<file path="config.mk">
export PLATFORM = sky130hd
export DESIGN_NAME = rng_evt_periph
export DESIGN_NICKNAME = d
export VERILOG_FILES = /design/src/rtl/rng_pkg.sv /design/src/rtl/rng_lfsr_adv.sv /design/src/rtl/rng_interval_timer.sv /design/src/rtl/rng_evt_periph.sv
export SDC_FILE = /design/constraint.sdc
export NUM_CORES = 1
export LEC_CHECK = 0
export ABC_AREA = 0
export BUFFER_PORTS_ARGS = -buffer_cell sky130_fd_sc_hd__buf_2
export CORE_ASPECT_RATIO = 1.2
export CORE_MARGIN = 2
export CORE_UTILIZATION = 49
export CTS_CLUSTER_SIZE = 12
export DETAILED_ROUTE_END_ITERATION = 16
export MAX_ROUTING_LAYER = met4
export PLACE_DENSITY_LB_ADDON = 0.25
export SLEW_MARGIN = 30
export SYNTH_ARGS = -nofsm -noshare
export SYNTH_HDL_FRONTEND = slang
export SYNTH_SLANG_ARGS = --single-unit
</file>
<file path="constraint.sdc">
create_clock -name clk -period 2.7 [get_ports clk]
set_clock_uncertainty 0.05 [all_clocks]
set_input_delay 0.135 -clock clk [delete_from_list [all_inputs] [get_ports clk]]
set_output_delay 0.135 -clock clk [all_outputs]
set_load 0.02 [all_outputs]
</file>
<file path="src/rtl/rng_pkg.sv">
package rng_pkg;

    localparam int ADDR_W = 12;
    localparam int DATA_W = 32;
    localparam int VAL_W  = 8;

    localparam logic [ADDR_W-1:0] OFS_GO      = 12'h000;
    localparam logic [ADDR_W-1:0] OFS_HALT    = 12'h004;
    localparam logic [ADDR_W-1:0] OFS_EVENT   = 12'h100;
    localparam logic [ADDR_W-1:0] OFS_SHORT   = 12'h200;
    localparam logic [ADDR_W-1:0] OFS_IEN     = 12'h300;
    localparam logic [ADDR_W-1:0] OFS_IEN_SET = 12'h304;
    localparam logic [ADDR_W-1:0] OFS_IEN_CLR = 12'h308;
    localparam logic [ADDR_W-1:0] OFS_CFG     = 12'h504;
    localparam logic [ADDR_W-1:0] OFS_VALUE   = 12'h508;

    localparam logic [VAL_W-1:0] LFSR_SEED = 8'h5A;
    localparam logic [VAL_W-1:0] LFSR_TAPS = 8'hB8;
    localparam int               LFSR_STEPS = 8;

    typedef struct packed {
        logic             active;
        logic             evt;
        logic             pulse;
        logic             short_en;
        logic             int_en;
        logic             filt_en;
        logic [VAL_W-1:0] value;
        logic [VAL_W-1:0] lfsr;
    } core_state_t;

endpackage

</file>
<file path="src/rtl/rng_lfsr_adv.sv">
module rng_lfsr_adv #(
    parameter int           W     = 8,
    parameter int           STEPS = 8,
    parameter logic [W-1:0] TAPS  = 8'hB8
) (
    input  logic [W-1:0] cur,
    output logic [W-1:0] nxt
);

    logic [W-1:0] chain [0:STEPS];

    assign chain[0] = cur;

    for (genvar i = 0; i < STEPS; i++) begin : g_step
        assign chain[i+1] = chain[i][0] ? ((chain[i] >> 1) ^ TAPS) : (chain[i] >> 1);
    end

    assign nxt = chain[STEPS];

endmodule

</file>
<file path="src/rtl/rng_interval_timer.sv">
module rng_interval_timer #(
    parameter int               CNT_W        = 8,
    parameter logic [CNT_W-1:0] RELOAD_SHORT = '0,
    parameter logic [CNT_W-1:0] RELOAD_LONG  = '0
) (
    input  logic clk,
    input  logic rst_n,
    input  logic load,
    input  logic run,
    input  logic long_sel,
    output logic expire
);

    localparam logic [CNT_W-1:0] RELOAD_MAX =
        (RELOAD_LONG > RELOAD_SHORT) ? RELOAD_LONG : RELOAD_SHORT;

    logic [CNT_W-1:0] cnt_d, cnt_q;
    logic [CNT_W-1:0] reload_val;

    assign reload_val = long_sel ? RELOAD_LONG : RELOAD_SHORT;
    assign expire     = run && (cnt_q == '0);

    always_comb begin
        cnt_d = cnt_q;
        if (load) begin
            cnt_d = reload_val;
        end else if (run) begin
            if (cnt_q == '0) begin
                cnt_d = reload_val;
            end else begin
                cnt_d = cnt_q - 1'b1;
            end
        end
    end

    always_ff @(posedge clk or negedge rst_n) begin
        if (!rst_n) begin
            cnt_q <= '0;
        end else begin
            cnt_q <= cnt_d;
        end
    end

    // the counter never holds more than the longest reload
    p_count_range_r4: assert property (@(posedge clk) disable iff (!rst_n)
        cnt_q <= RELOAD_MAX);

endmodule

</file>
<file path="src/rtl/rng_evt_periph.sv">
module rng_evt_periph
    import rng_pkg::*;
#(
    parameter int CLK_MHZ   = 16,
    parameter int UNFILT_US = 30,
    parameter int FILT_US   = 120
) (
    input  logic              clk,
    input  logic              rst_n,
    input  logic              bus_wr,
    input  logic [ADDR_W-1:0] bus_addr,
    input  logic [DATA_W-1:0] bus_wdata,
    output logic [DATA_W-1:0] bus_rdata,
    input  logic              trig_start,
    input  logic              trig_stop,
    output logic              evt_ready,
    output logic              irq
);

    localparam int UNF_CYC = UNFILT_US * CLK_MHZ;
    localparam int FLT_CYC = FILT_US * CLK_MHZ;
    localparam int MAX_CYC = (FLT_CYC > UNF_CYC) ? FLT_CYC : UNF_CYC;
    localparam int CNT_W   = $clog2(MAX_CYC + 1);
    localparam logic [CNT_W-1:0] RLD_UNF = CNT_W'(UNF_CYC - 1);
    localparam logic [CNT_W-1:0] RLD_FLT = CNT_W'(FLT_CYC - 1);

    core_state_t st_d, st_q;

    logic             start_tsk, stop_tsk, produce, tmr_expire;
    logic [VAL_W-1:0] lfsr_nxt;
    logic             wbit;
    logic             unused_wdata;

    assign wbit         = bus_wdata[0];
    assign unused_wdata = ^bus_wdata[DATA_W-1:1];

    assign start_tsk = trig_start || (bus_wr && (bus_addr == OFS_GO)   && wbit);
    assign stop_tsk  = trig_stop  || (bus_wr && (bus_addr == OFS_HALT) && wbit);
    assign produce   = st_q.active && tmr_expire && !start_tsk && !stop_tsk;

    rng_lfsr_adv #(
        .W    (VAL_W),
        .STEPS(LFSR_STEPS),
        .TAPS (LFSR_TAPS)
    ) lfsr_i (
        .cur(st_q.lfsr),
        .nxt(lfsr_nxt)
    );

    rng_interval_timer #(
        .CNT_W       (CNT_W),
        .RELOAD_SHORT(RLD_UNF),
        .RELOAD_LONG (RLD_FLT)
    ) timer_i (
        .clk     (clk),
        .rst_n   (rst_n),
        .load    (start_tsk),
        .run     (st_q.active),
        .long_sel(st_q.filt_en),
        .expire  (tmr_expire)
    );

    always_comb begin
        st_d       = st_q;
        st_d.pulse = 1'b0;

        if (stop_tsk) begin
            st_d.active = 1'b0;
        end else if (start_tsk) begin
            st_d.active = 1'b1;
        end else if (produce) begin
            st_d.pulse = 1'b1;
            st_d.value = lfsr_nxt;
            st_d.lfsr  = lfsr_nxt;
            if (st_q.short_en) begin
                st_d.active = 1'b0;
            end
        end

        if (bus_wr) begin
            case (bus_addr)
                OFS_EVENT:   st_d.evt      = wbit;
                OFS_SHORT:   st_d.short_en = wbit;
                OFS_IEN:     st_d.int_en   = wbit;
                OFS_IEN_SET: if (wbit) st_d.int_en = 1'b1;
                OFS_IEN_CLR: if (wbit) st_d.int_en = 1'b0;
                OFS_CFG:     st_d.filt_en  = wbit;
                default:     ;
            endcase
        end

        if (produce) begin
            st_d.evt = 1'b1;
        end
    end

    always_ff @(posedge clk or negedge rst_n) begin
        if (!rst_n) begin
            st_q      <= '0;
            st_q.lfsr <= LFSR_SEED;
        end else begin
            st_q <= st_d;
        end
    end

    always_comb begin
        bus_rdata = '0;
        case (bus_addr)
            OFS_EVENT:   bus_rdata[0] = st_q.evt;
            OFS_SHORT:   bus_rdata[0] = st_q.short_en;
            OFS_IEN,
            OFS_IEN_SET,
            OFS_IEN_CLR: bus_rdata[0] = st_q.int_en;
            OFS_CFG:     bus_rdata[0] = st_q.filt_en;
            OFS_VALUE:   bus_rdata[VAL_W-1:0] = st_q.value;
            default:     bus_rdata = '0;
        endcase
    end

    assign evt_ready = st_q.pulse;
    assign irq       = st_q.evt && st_q.int_en;

    // a fresh value always differs from the one before it
    p_value_moves_r2: assert property (@(posedge clk) disable iff (!rst_n)
        evt_ready |-> (st_q.value != $past(st_q.value)));

    // the value holds between productions
    p_value_hold_r2: assert property (@(posedge clk) disable iff (!rst_n)
        !evt_ready |-> $stable(st_q.value));

    // the pulse comes with the event flag set
    p_pulse_flag_r3: assert property (@(posedge clk) disable iff (!rst_n)
        evt_ready |-> st_q.evt);

    // an idle block emits no event on the next cycle
    p_idle_quiet_r4: assert property (@(posedge clk) disable iff (!rst_n)
        !st_q.active |=> !evt_ready);

    // with the shortcut on, a production leaves the block stopped
    p_short_halts_r6: assert property (@(posedge clk) disable iff (!rst_n)
        (evt_ready && $past(st_q.short_en)) |-> !st_q.active);

endmodule

</file>
# Word-level counts from Yosys, hierarchy flattened

Index checks and enable logic that the tools add are counted.

Register bits after elaboration: 33
Input port bits: 49
Output and inout bits: 34
Word-level logic and storage cells: 85

Add/sub/neg operators: 1
Eq/ne operators: 10
Mux-type cells: 27
Bitwise logic cells: 10
Reductions and logical operators: 28

Operators by type and width:

| operator                | count |
|---|---|
| $mux W8                 | 8 |
| $eq A12 B10 Y1 const B  | 4 |
| $mux W11                | 4 |
| $not A3 Y4              | 8 |
| $eq A12 B11 Y1 const B  | 2 |
| $eq A12 B3 Y1 const B   | 1 |
| $eq A12 B9 Y1 const B   | 1 |
| $logic_not A12 Y1       | 1 |
| $mux W1                 | 12 |
| $logic_not A11 Y1       | 1 |
| $sub A11 B1 Y11 const B | 1 |
| $logic_and A1 B1 Y1     | 9 |
| $reduce_bool A3 Y1      | 3 |
| $reduce_and A2 Y1       | 4 |
| $mux W7                 | 1 |
| $reduce_bool A2 Y1      | 3 |
| $pmux W1 S5             | 1 |
| $ne A2 B2 Y1 const B    | 2 |
| $reduce_and A4 Y1       | 1 |
| $pmux W1 S3             | 1 |
| $reduce_and A3 Y1       | 1 |
| $reduce_or A3 Y1        | 1 |
| $logic_not A1 Y1        | 2 |
| $logic_or A1 B1 Y1      | 2 |
| $not A1 Y1              | 2 |

# Depth between registers and ports, before layout

Gate-level depths: netlist (run 1).

Depth in word-level cells: 16
Gate-level depth with buffers: 7
Mapped depth without buffers: 6

# By module

A second synthesis (run 1) with hierarchy kept.

Cell total of the unflattened synthesis: 211
Area, all modules: 2,110.8 um^2

Modules (own cells, without submodules):

| module             | instances | cells each | area an instance (um^2) | sequential area each (um^2) |
|---|---|---|---|---|
| rng_evt_periph     | 1         | 112        | 1,228.7                 | 455.4 |
| rng_interval_timer | 1         | 83         | 719.4                   | 275.3 |
| rng_lfsr_adv       | 1         | 16         | 162.7                   | 0.0 |

# Worst setup path before layout (run 1)

Ideal clock, no wire load.

Path kind: register to register
Start point: register timer_i.cnt_q[0]
End point: register timer_i.cnt_q[0]
Library setup time: 0.121 ns
Data arrival time: 1.693 ns
Required time: 2.529 ns
Setup slack: 0.836 ns
Stages on the path, launching flop included: 8
Path buffers: 1
Clock period less this slack: 1.864 ns
Cells stage by stage: dfrtp_1 -> inv_1 -> ha_1 -> nor2b_1 -> and4_1 -> buf_4 -> or3b_1 -> nand2b_1

Word-level cells in the longest chain between the ends: 4
Elaborated cells between the ends (all ways): 5
Those cells by class: add/sub: 1; mux: 3; reduce/logical: 1

Ends and longest elaborated chain:

| what                                                 | RTL line                                           | source |
|---|---|---|
| start, declared                                      | rng_interval_timer.sv:17                           | `logic [CNT_W-1:0] cnt_d, cnt_q;` |
| start signal, assigned                               | rng_interval_timer.sv:40                           | `cnt_q <= cnt_d;` |
| $sub A11 B1 Y11 or $logic_not A11 Y1 (tied branches) | rng_interval_timer.sv:31, rng_interval_timer.sv:28 |  |
| $mux W11 *                                           | rng_interval_timer.sv:28                           | `if (cnt_q == '0) begin` |
| $mux W11 *                                           | rng_interval_timer.sv:27                           | `end else if (run) begin` |
| $mux W11 *                                           | rng_interval_timer.sv:25                           | `if (load) begin` |

Mark *: on every way between the ends. The rest lies on a longest branch, timed or not. The select of a mux whose other input is x is not followed.
A chain may end at the register's enable or synchronous reset.

# Final worst setup path (run 1)

Same ends and word-level chain as after synthesis.

==> metrics.csv, run 1 <==
metric;value;unit
rr_startpoint;timer_i.cnt_q[0]$_DFFE_PN0P_;
critPathSlowestCell;or3b_1;
diodes;0;
cap_violations;0;
viasPerCell;5.26;
path_class;reg -> reg;
crit_path_cell_trace;inv_1, ha_1, nor2b_1, and4_1, or3b_1, nand2b_1;
fp.dieArea;4730;µm²
final_nets;292;
synthCells;211;
p_leak;1.02;nW
ys.flop_type;dfrtp_1;
post-dp-hpwl;2840;µm
synthArstFlopShare;1.00;
clock_path_buffers;2;
r2r_end;timer_i.cnt_q[0]$_DFFE_PN0P_;
synth_edf_count;0;
fin_crit_sh;0.761;
vias;1552;
grt_pass1_wl;6870;µm
antenna_found_initial;0;
start_util;0.517;
hp-class;in -> reg;
area_growth;9.32;%
std_cell_rows;25;
die_height;74.9;µm
cts_sinks;29;
wl;3960;µm
whs_endpoint;st_q[21]$_DFFE_PN0P_;
synth.distinct_cells;48;
status;finished clean;
path_delay_family;simple AND/OR/NAND/NOR gates;
syn_avg_cell_area;9.74;µm²
overflow;0;
netlist_area;2050;µm²
setup_viol;0;
wl_met1;1700;µm
crit_arrival;2170;ps
clk_latency;280;ps
top_layer;met4;
cts_tree;done;
ant_nets;0;
slew_viol_final;0;
hold_buffers;2;
core_area;3970;µm²
cts-htree-levels;2;
clk_pin_slew;60;ps
layout-drive-gt1-share;0.212;
worstHoldStart;bus_addr[2];
regArea;731;µm²
reg2reg_depth;6;
cp-end-kind;flop;
die_w;63.1;µm
powerDensity;404;nW/µm²
clockRootBuffer;clkbuf_8;
yosysWarnings;0;
drt_iter0_markers;65;
wl_met2;2040;µm
cp_slowest_stage_delay;490;ps
power.total;906;µW
fin_crit;2050;ps
wl_per_cell;13.4;µm
worstMarginPinSlew;651;ps
r2r_setup_slack;650;ps
cp.required;2820;ps
drt_first_pass_iters;4;
pin_count;83;
multi_input_area;1180;µm²
holdPathStages;2;
post-cts-setup-buffers;0;
rsz0062_at_grt;no;
irDropWorstVdd;0.368;mV
hold_viol_final;0;
worstPathMaxFanout;7;
drc;0;
cts_inserted_buffers;5;
synth_seq_cells;29;
slew_headroom;0.566;
track_usage;0.193;
grt_pass1_vias;1537;
nFillCells;384;
cp-start-kind;flop;
fmax;0.487;GHz
gp_congestion;0.922;
cts_resized;0;
ys_seq_area_frac;0.356;
setup_tns;0;ps
path_buf_inv;1;
grt_max_degree;30;
wl_met3;171;µm
io_buffers;27;
## registers in the layout (all words and copies together), names as in the netlist
register,count
evt_ready,1
st_q,17
timer_i.cnt_q,11
## logic make-up (layout without fill, tap and decap cells)
kind of cell | count (synthesis) | in the layout | share of synthesized area
simple gates | 81 | 81 | 0.259
buf+inv | 37 | 44 | 0.114
other cells | 1 | 24 | 0.00183
flops | 29 | 29 | 0.356
fa+ha+maj | 2 | 2 | 0.0122
xor+xnor | 25 | 25 | 0.107
compound gates | 24 | 24 | 0.0859
mux | 12 | 12 | 0.0646
## worst max path at each step
stage | from | end | slack (ps) | depth (start not counted)
after floorplan | timer_i.cnt_q[0]$_DFFE_PN0P_ | timer_i.cnt_q[0]$_DFFE_PN0P_ | 840 | 7
after global placement | timer_i.cnt_q[0]$_DFFE_PN0P_ | timer_i.cnt_q[0]$_DFFE_PN0P_ | 660 | 6
after detailed placement | timer_i.cnt_q[0]$_DFFE_PN0P_ | timer_i.cnt_q[0]$_DFFE_PN0P_ | 670 | 6
after CTS | timer_i.cnt_q[0]$_DFFE_PN0P_ | timer_i.cnt_q[0]$_DFFE_PN0P_ | 650 | 6
after global routing | timer_i.cnt_q[0]$_DFFE_PN0P_ | st_q[9]$_DFFE_PN0P_ | 490 | 6
final | timer_i.cnt_q[0]$_DFFE_PN0P_ | timer_i.cnt_q[0]$_DFFE_PN0P_ | 650 | 6
## final cells by class
| cell class | count | share of cell area |
|---|---|---|
| inverters | 8 | 0.0134 |
| repair buffers | 29 | 0.0691 |
| flip-flops and latches | 29 | 0.325 |
| well taps | 54 | 0.0301 |
| multi-input cells | 168 | 0.524 |
| clock buffers | 7 | 0.0384 |
## routing by layer
metal,up-vias,global-route usage
met5,-,-
met4,0,0.0864
met3,6,0.0508
met2,41,0.335
met1,739,0.212
li1,766,-
## synthesized netlist by cell type (all sizes together), types with 2 or more instances
cell	instances	share of area
mux2	10	0.055
o21ai	5	0.012
xnor2	20	0.085
nor2b	4	0.012
dfstp	4	0.051
and2	8	0.024
xor2	5	0.021
and4	2	0.0085
o2bb2ai	2	0.0085
nand4	10	0.030
buf	26	0.094
nand3	4	0.016
nor3	5	0.012
nor4b	2	0.0085
a21oi	2	0.0049
inv	8	0.015
dfrtp	25	0.30
clkbuf	3	0.0055
nand2	8	0.015
ha	2	0.012
nor4	4	0.027
mux2i	2	0.0097
nand2b	5	0.015
or3b	2	0.0085
nor4bb	3	0.015
nor2	10	0.018
and3b	3	0.013
a211o	4	0.017
and3	5	0.015
nand3b	2	0.0073
a211oi	2	0.0073
## worst reg2reg max path, stage by stage, from the launching register on
cell	delay, ps
dfrtp_1	420
inv_1	80
ha_1	240
nor2b_1	170
and4_1	300
or3b_1	490
nand2b_1	190
## cells in the final DEF, fill, tap and decap left out, drive strengths merged, types with 2 or more instances in the layout
cell type	n
nand3b	2
o21ai	5
and2	8
buf	27
or3b	2
dfstp	4
clkbuf	7
a21oi	2
mux2i	2
nand4	10
mux2	10
o2bb2ai	2
dfrtp	25
nor3	5
nor2	10
nor4bb	3
nand2b	5
inv	8
conb	24
a211o	4
and4	2
xnor2	20
and3b	3
dlygate4sd3	2
nor4b	2
a211oi	2
nand2	8
ha	2
nand3	4
and3	5
xor2	5
nor4	4
nor2b	4
## power by group
part / internal, mW / leakage, nW / switching [mW]
sequential: 0.440 / 0.347 / 0.00760
combinational: 0.0266 / 0.626 / 0.0684
clock: 0.202 / 0.0443 / 0.162
total: 0.669 / 1.02 / 0.238
## through the flow
stage	std cells	hold WS [ps]	utilization	instance area [µm²]	worst slack, ps
2_1_floorplan	234	-211	-	2140	836
3_3_place_gp	286	153	0.539	2140	662
3_5_place_dp	286	146	0.539	2140	668
4_1_cts	295	94.6	0.565	2250	646
5_1_grt	295	123	0.565	2250	492
6_report	295	103	0.565	2250	646
No activity file was read; power rests on OpenSTA's default activity.
==> run 2, diff against run 1 <==
==> constraint.sdc (replaced) <==
create_clock -name clk -period 1.9 [get_ports clk]
set_clock_uncertainty 0.05 [all_clocks]
set_input_delay 0.095 -clock clk [delete_from_list [all_inputs] [get_ports clk]]
set_output_delay 0.095 -clock clk [all_outputs]
set_load 0.02 [all_outputs]
==> metrics.csv, run 2 (same netlist as run 1, synthesis figures left out) <==
metric;value;unit;change
ant_nets;0;;unchanged
whs_endpoint;st_q[21]$_DFFE_PN0P_;;
wl;4030;µm;+1.8%
start_util;0.517;;unchanged
hold_viol_final;0;;unchanged
slew_viol_final;0;;unchanged
power.total;1.30;mW;+44%
final_cells;306;;+3.7%
cts_inserted_buffers;5;;unchanged
worstHoldStart;bus_addr[2];;
grt_pass1_vias;1529;;-0.52%
clockRootBuffer;clkbuf_8;;
largest_register_ffs;17;;unchanged
worstMarginPinSlew;666;ps;+15.5 ps
rsz0062_at_grt;no;;
fp.dieArea;4730;µm²;unchanged
cap_violations;0;;unchanged
clock_path_buffers;2;;unchanged
worstPathMaxFanout;6;;-1
finalWorstSetupSlack;110;ps;-536 ps
area_growth;13.5;%;
r2r_setup_slack;110;ps;-540 ps
cts_sinks;29;;unchanged
final_nets;303;;+3.8%
gp_congestion;0.921;;-0.11%
fin_hold_ws;72.2;ps;-30.7 ps
drt_first_pass_iters;4;;unchanged
layout_commonest_cell;buf_2;;
cp-end-kind;flop;;
finalInstanceArea;2330;µm²;+3.8%
io_buffers;27;;unchanged
setup_tns;0;ps;unchanged
layout_common_cells;buf_2 (27), dfrtp_1 (25), conb_1 (24);;
clk_latency;280;ps;about the same
core_area;3970;µm²;unchanged
vias;1602;;+3.2%
cp-start-kind;flop;;
powerDensity;558;nW/µm²;+38%
r2r_end;timer_i.cnt_q[9]$_DFFE_PN0P_;;
fin_crit;1790;ps;-264 ps
cts-htree-levels;2;;unchanged
pin_count;83;;unchanged
viasPerCell;5.24;;-0.49%
crit_arrival;1940;ps;-230 ps
holdPathStages;2;;unchanged
reg2reg_depth;6;;unchanged
diodes;0;;unchanged
critPathSlowestCell;or3b_4;;
regMostFlops;st_q;;
status;finished clean;;
wl_per_cell;13.2;µm;-1.9%
rr_startpoint;timer_i.cnt_q[0]$_DFFE_PN0P_;;
track_usage;0.192;;-0.00113
overflow;0;;unchanged
std_cell_rows;25;;unchanged
nFillCells;374;;-2.6%
startpoint;timer_i.cnt_q[0]$_DFFE_PN0P_;;
layout-drive-gt1-share;0.254;;+0.0423
place_inst;297;;+3.8%
cp.required;2040;ps;-780 ps
grt_max_degree;30;;unchanged
cp_slowest_stage_delay;420;ps;-70 ps
detailedPlace.worstSlack;44.7;ps;-623 ps
die_height;74.9;µm;unchanged
p_leak;1.07;nW;+5.2%
irDropWorstVdd;0.465;mV;+26%
cts_tree;done;;
die_w;63.1;µm;unchanged
drt_iter0_markers;88;;+35%
drc;0;;unchanged
post-dp-hpwl;3020;µm;+6.5%
fmax;0.559;GHz;+15%
fin_crit_sh;0.942;;+0.182
place_area;2220;µm²;+3.9%
crit_path_cell_trace;inv_1, ha_1, nor2b_1, and4_2, or3b_4, a22oi_1;;
utilization;0.587;;+0.0217
post-cts-setup-buffers;0;;unchanged
antenna_found_initial;0;;unchanged
clk_pin_slew;70;ps;about the same
hp-class;in -> reg;;
grt_pass1_wl;6800;µm;-1.0%
slew_headroom;0.556;;-0.0103
path_class;reg -> reg;;
setup_viol;0;;unchanged
## run 2: cell count changes in the layout (fill, tap and decap cells not counted)
cell and change:
and4_1 -1, and4_2 +1, buf_4 +11, or3b_1 -1, or3b_4 +1
## run 2: worst max path at each step
stage,endpoint,slack (ps),cells past startpoint
after global routing,timer_i.cnt_q[9]$_DFFE_PN0P_,4,6
after floorplan,timer_i.cnt_q[0]$_DFFE_PN0P_,40,7
final,timer_i.cnt_q[9]$_DFFE_PN0P_,110,6
after CTS,timer_i.cnt_q[9]$_DFFE_PN0P_,30,6
after detailed placement,timer_i.cnt_q[9]$_DFFE_PN0P_,40,6
after global placement,timer_i.cnt_q[0]$_DFFE_PN0P_,80,6
## run 2: cell type report
type | instances | area [µm²] | area share
Clock buffer | 7 | 86.3 | 0.0370
Sequential cell | 29 | 731 | 0.313
Multi-Input combinational cell | 168 | 1180 | 0.506
Inverter | 8 | 30.0 | 0.0129
Timing Repair Buffer | 40 | 238 | 0.102
Tap cell | 54 | 67.6 | 0.0290
## run 2: timing repair
item	in CTS	in global routing
hold buffers	2	0
resized for setup	0	2
endpoints found under the setup margin	0	6
endpoints found under the hold margin	26	0
## run 2: report_power, final
part / switching, mW / total, mW / internal [mW]
registers: 0.00586 / 0.631 / 0.625
clock network: 0.232 / 0.519 / 0.287
logic: 0.105 / 0.150 / 0.0457
## run 2: critical path: cells and delay by family, from the launching register on
family,cells,cell delay (ps)
DFF,1,340
adders and majority gates,1,200
and+or+nand+nor,3,830
buffers and inverters,1,60
AOI/OAI and AO/OA,1,220
## run 2: metal layers
layer  global-route usage  up-vias  part of all wire  wire length, µm
li1                     -      784                 -                -
met1                0.220      778              0.43             1740
met2                0.331       35              0.51             2080
met3               0.0448        5             0.040              163
met4               0.0741        0             0.014               56
met5                    -        -                 0                0
==> run 3, diff against run 2 <==
--- a/config.mk
+++ b/config.mk
@@ -7,13 +7,16 @@
 export LEC_CHECK = 0
 export ABC_AREA = 0
 export BUFFER_PORTS_ARGS = -buffer_cell sky130_fd_sc_hd__buf_2
+export CAP_MARGIN = 25
 export CORE_ASPECT_RATIO = 1.2
 export CORE_MARGIN = 2
 export CORE_UTILIZATION = 49
 export CTS_CLUSTER_SIZE = 12
 export DETAILED_ROUTE_END_ITERATION = 16
+export GPL_TIMING_DRIVEN = 1
 export MAX_ROUTING_LAYER = met4
 export PLACE_DENSITY_LB_ADDON = 0.25
+export RECOVER_POWER = 25
 export SLEW_MARGIN = 30
 export SYNTH_ARGS = -nofsm -noshare
 export SYNTH_HDL_FRONTEND = slang
==> metrics.csv, run 3 (same netlist as run 1, synthesis figures left out) <==
metric;value;unit;change
status;finished clean;;
cp-start-kind;flop;;
overflow;0;;unchanged
pin_count;83;;unchanged
cts_tree;done;;
slew_viol_final;0;;unchanged
ant_nets;0;;unchanged
cap_violations;0;;unchanged
die_w;63.1;µm;unchanged
antenna_found_initial;0;;unchanged
slew_headroom;0.506;;-0.0503
setup_viol;0;;unchanged
drt_first_pass_iters;4;;unchanged
path_class;reg -> reg;;
post-dp-hpwl;3020;µm;unchanged
finalInstanceArea;2330;µm²;about the same
setup_tns;0;ps;unchanged
clk_latency;280;ps;about the same
cts-htree-levels;2;;unchanged
powerDensity;559;nW/µm²;+0.18%
layout_common_cells;dfrtp_1 (25), buf_2 (25), conb_1 (24);;
internal_power;958;µW;about the same
cp.required;2040;ps;about the same
nFillCells;373;;-0.27%
die_height;74.9;µm;unchanged
regMostFlops;st_q;;
swShare;0.265;;+0.000925
pwr-share-clk;0.400;;about the same
drc;0;;unchanged
p_leak;1.07;nW;-0.39%
place_area;2220;µm²;unchanged
clockRootBuffer;clkbuf_8;;
hp-class;in -> reg;;
cts_inserted_buffers;5;;unchanged
grt_pass1_wl;6800;µm;unchanged
clk_pin_slew;70;ps;about the same
switchingPower;345;µW;+0.48%
grt_pass1_vias;1529;;unchanged
fmax;0.559;GHz;about the same
layout-drive-gt1-share;0.250;;-0.00397
fin_crit;1790;ps;-0.0210 ps
worstMarginPinSlew;742;ps;+75.5 ps
largest_register_ffs;17;;unchanged
r2r_setup_slack;110;ps;about the same
area_growth;13.5;%;about the same
diodes;0;;unchanged
cts_sinks;29;;unchanged
vias;1597;;-0.31%
wl;4040;µm;about the same
wl_per_cell;13.2;µm;about the same
cp-end-kind;flop;;
grt_max_degree;30;;unchanged
core_area;3970;µm²;unchanged
viasPerCell;5.22;;-0.31%
hold_viol_final;0;;unchanged
combPwrFrac;0.115;;about the same
clock_path_buffers;2;;unchanged
pwr-share-seq;0.485;;about the same
drt_iter0_markers;88;;unchanged
finalWorstSetupSlack;110;ps;+0.0210 ps
rsz0062_at_grt;no;;
fin_hold_ws;70.0;ps;-2.26 ps
io_buffers;27;;unchanged
worstPathMaxFanout;6;;unchanged
crit_arrival;1930;ps;about the same
detailedPlace.worstSlack;44.7;ps;unchanged
std_cell_rows;25;;unchanged
fin_crit_sh;0.942;;about the same
track_usage;0.192;;unchanged
start_util;0.517;;unchanged
irDropWorstVdd;0.465;mV;about the same
fp.dieArea;4730;µm²;unchanged
gp_congestion;0.921;;unchanged
final_nets;303;;unchanged
==> run 3: through the flow <==
| stage | power (mW) | instances | util |
|---|---|---|---|
| detailed placement | 0.788 | 297 | 0.559 |
| floorplan | 0.763 | 234 | - |
| CTS | 1.31 | 306 | 0.586 |
| global placement | 0.786 | 297 | 0.559 |
| finish | 1.30 | 306 | 0.587 |
| global route | 1.36 | 306 | 0.587 |
==> run 3: layer usage <==
| layer | up-vias | global-route usage | share of wire |
|---|---|---|---|
| li1 | 784 | - | - |
| met1 | 775 | 0.220 | 0.44 |
| met2 | 33 | 0.331 | 0.51 |
| met3 | 5 | 0.0448 | 0.037 |
| met4 | 0 | 0.0741 | 0.014 |
| met5 | - | - | 0 |
==> run 3: power by group through the flow <==
stage / registers (mW) / logic, mW / clock network (mW)
floorplan: 0.642 / 0.121 / 0
CTS: 0.631 / 0.150 / 0.534
detailed placement: 0.642 / 0.146 / 0
global placement: 0.642 / 0.144 / 0
global route: 0.632 / 0.168 / 0.560
finish: 0.631 / 0.150 / 0.521
==> run 3: cell type report <==
cell class | instances | area, µm² | area share
multi-input combinational | 168 | 1180 | 0.506
sequential | 29 | 731 | 0.313
clock buffer | 7 | 86.3 | 0.0370
timing repair buffer | 40 | 236 | 0.101
tap | 54 | 67.6 | 0.0290
inverter | 8 | 30.0 | 0.0129
==> run 3: worst paths after layout <==
check | from | endpoint | depth (start not counted)
worst max-delay path | timer_i.cnt_q[0]$_DFFE_PN0P_ | timer_i.cnt_q[9]$_DFFE_PN0P_ | 6
worst min-delay path | bus_addr[2] | st_q[21]$_DFFE_PN0P_ | 2
worst max register to register | timer_i.cnt_q[0]$_DFFE_PN0P_ | timer_i.cnt_q[9]$_DFFE_PN0P_ | 6
worst min register to register | st_q[11]$_DFFE_PN0P_ | st_q[11]$_DFFE_PN0P_ | 1
max in group asynchronous | rst_n | st_q[14]$_DFFE_PN0P_ | 2
min in group asynchronous | rst_n | timer_i.cnt_q[8]$_DFFE_PN0P_ | 2
==> run 3: what timing repair did <==
action / in CTS / in global routing
hold buffers: 2 / 0
gates resized for setup: 0 / 2
hold endpoints to repair: 26 / 0
buffers inserted: 0 / 0
setup endpoints to repair: 0 / 6
==> run 3: critical path: stages (launching register included) <==
cell	delay, ps
dfrtp_1	340
inv_1	60
ha_1	200
nor2b_1	140
and4_2	270
or3b_4	420
a22oi_1	220
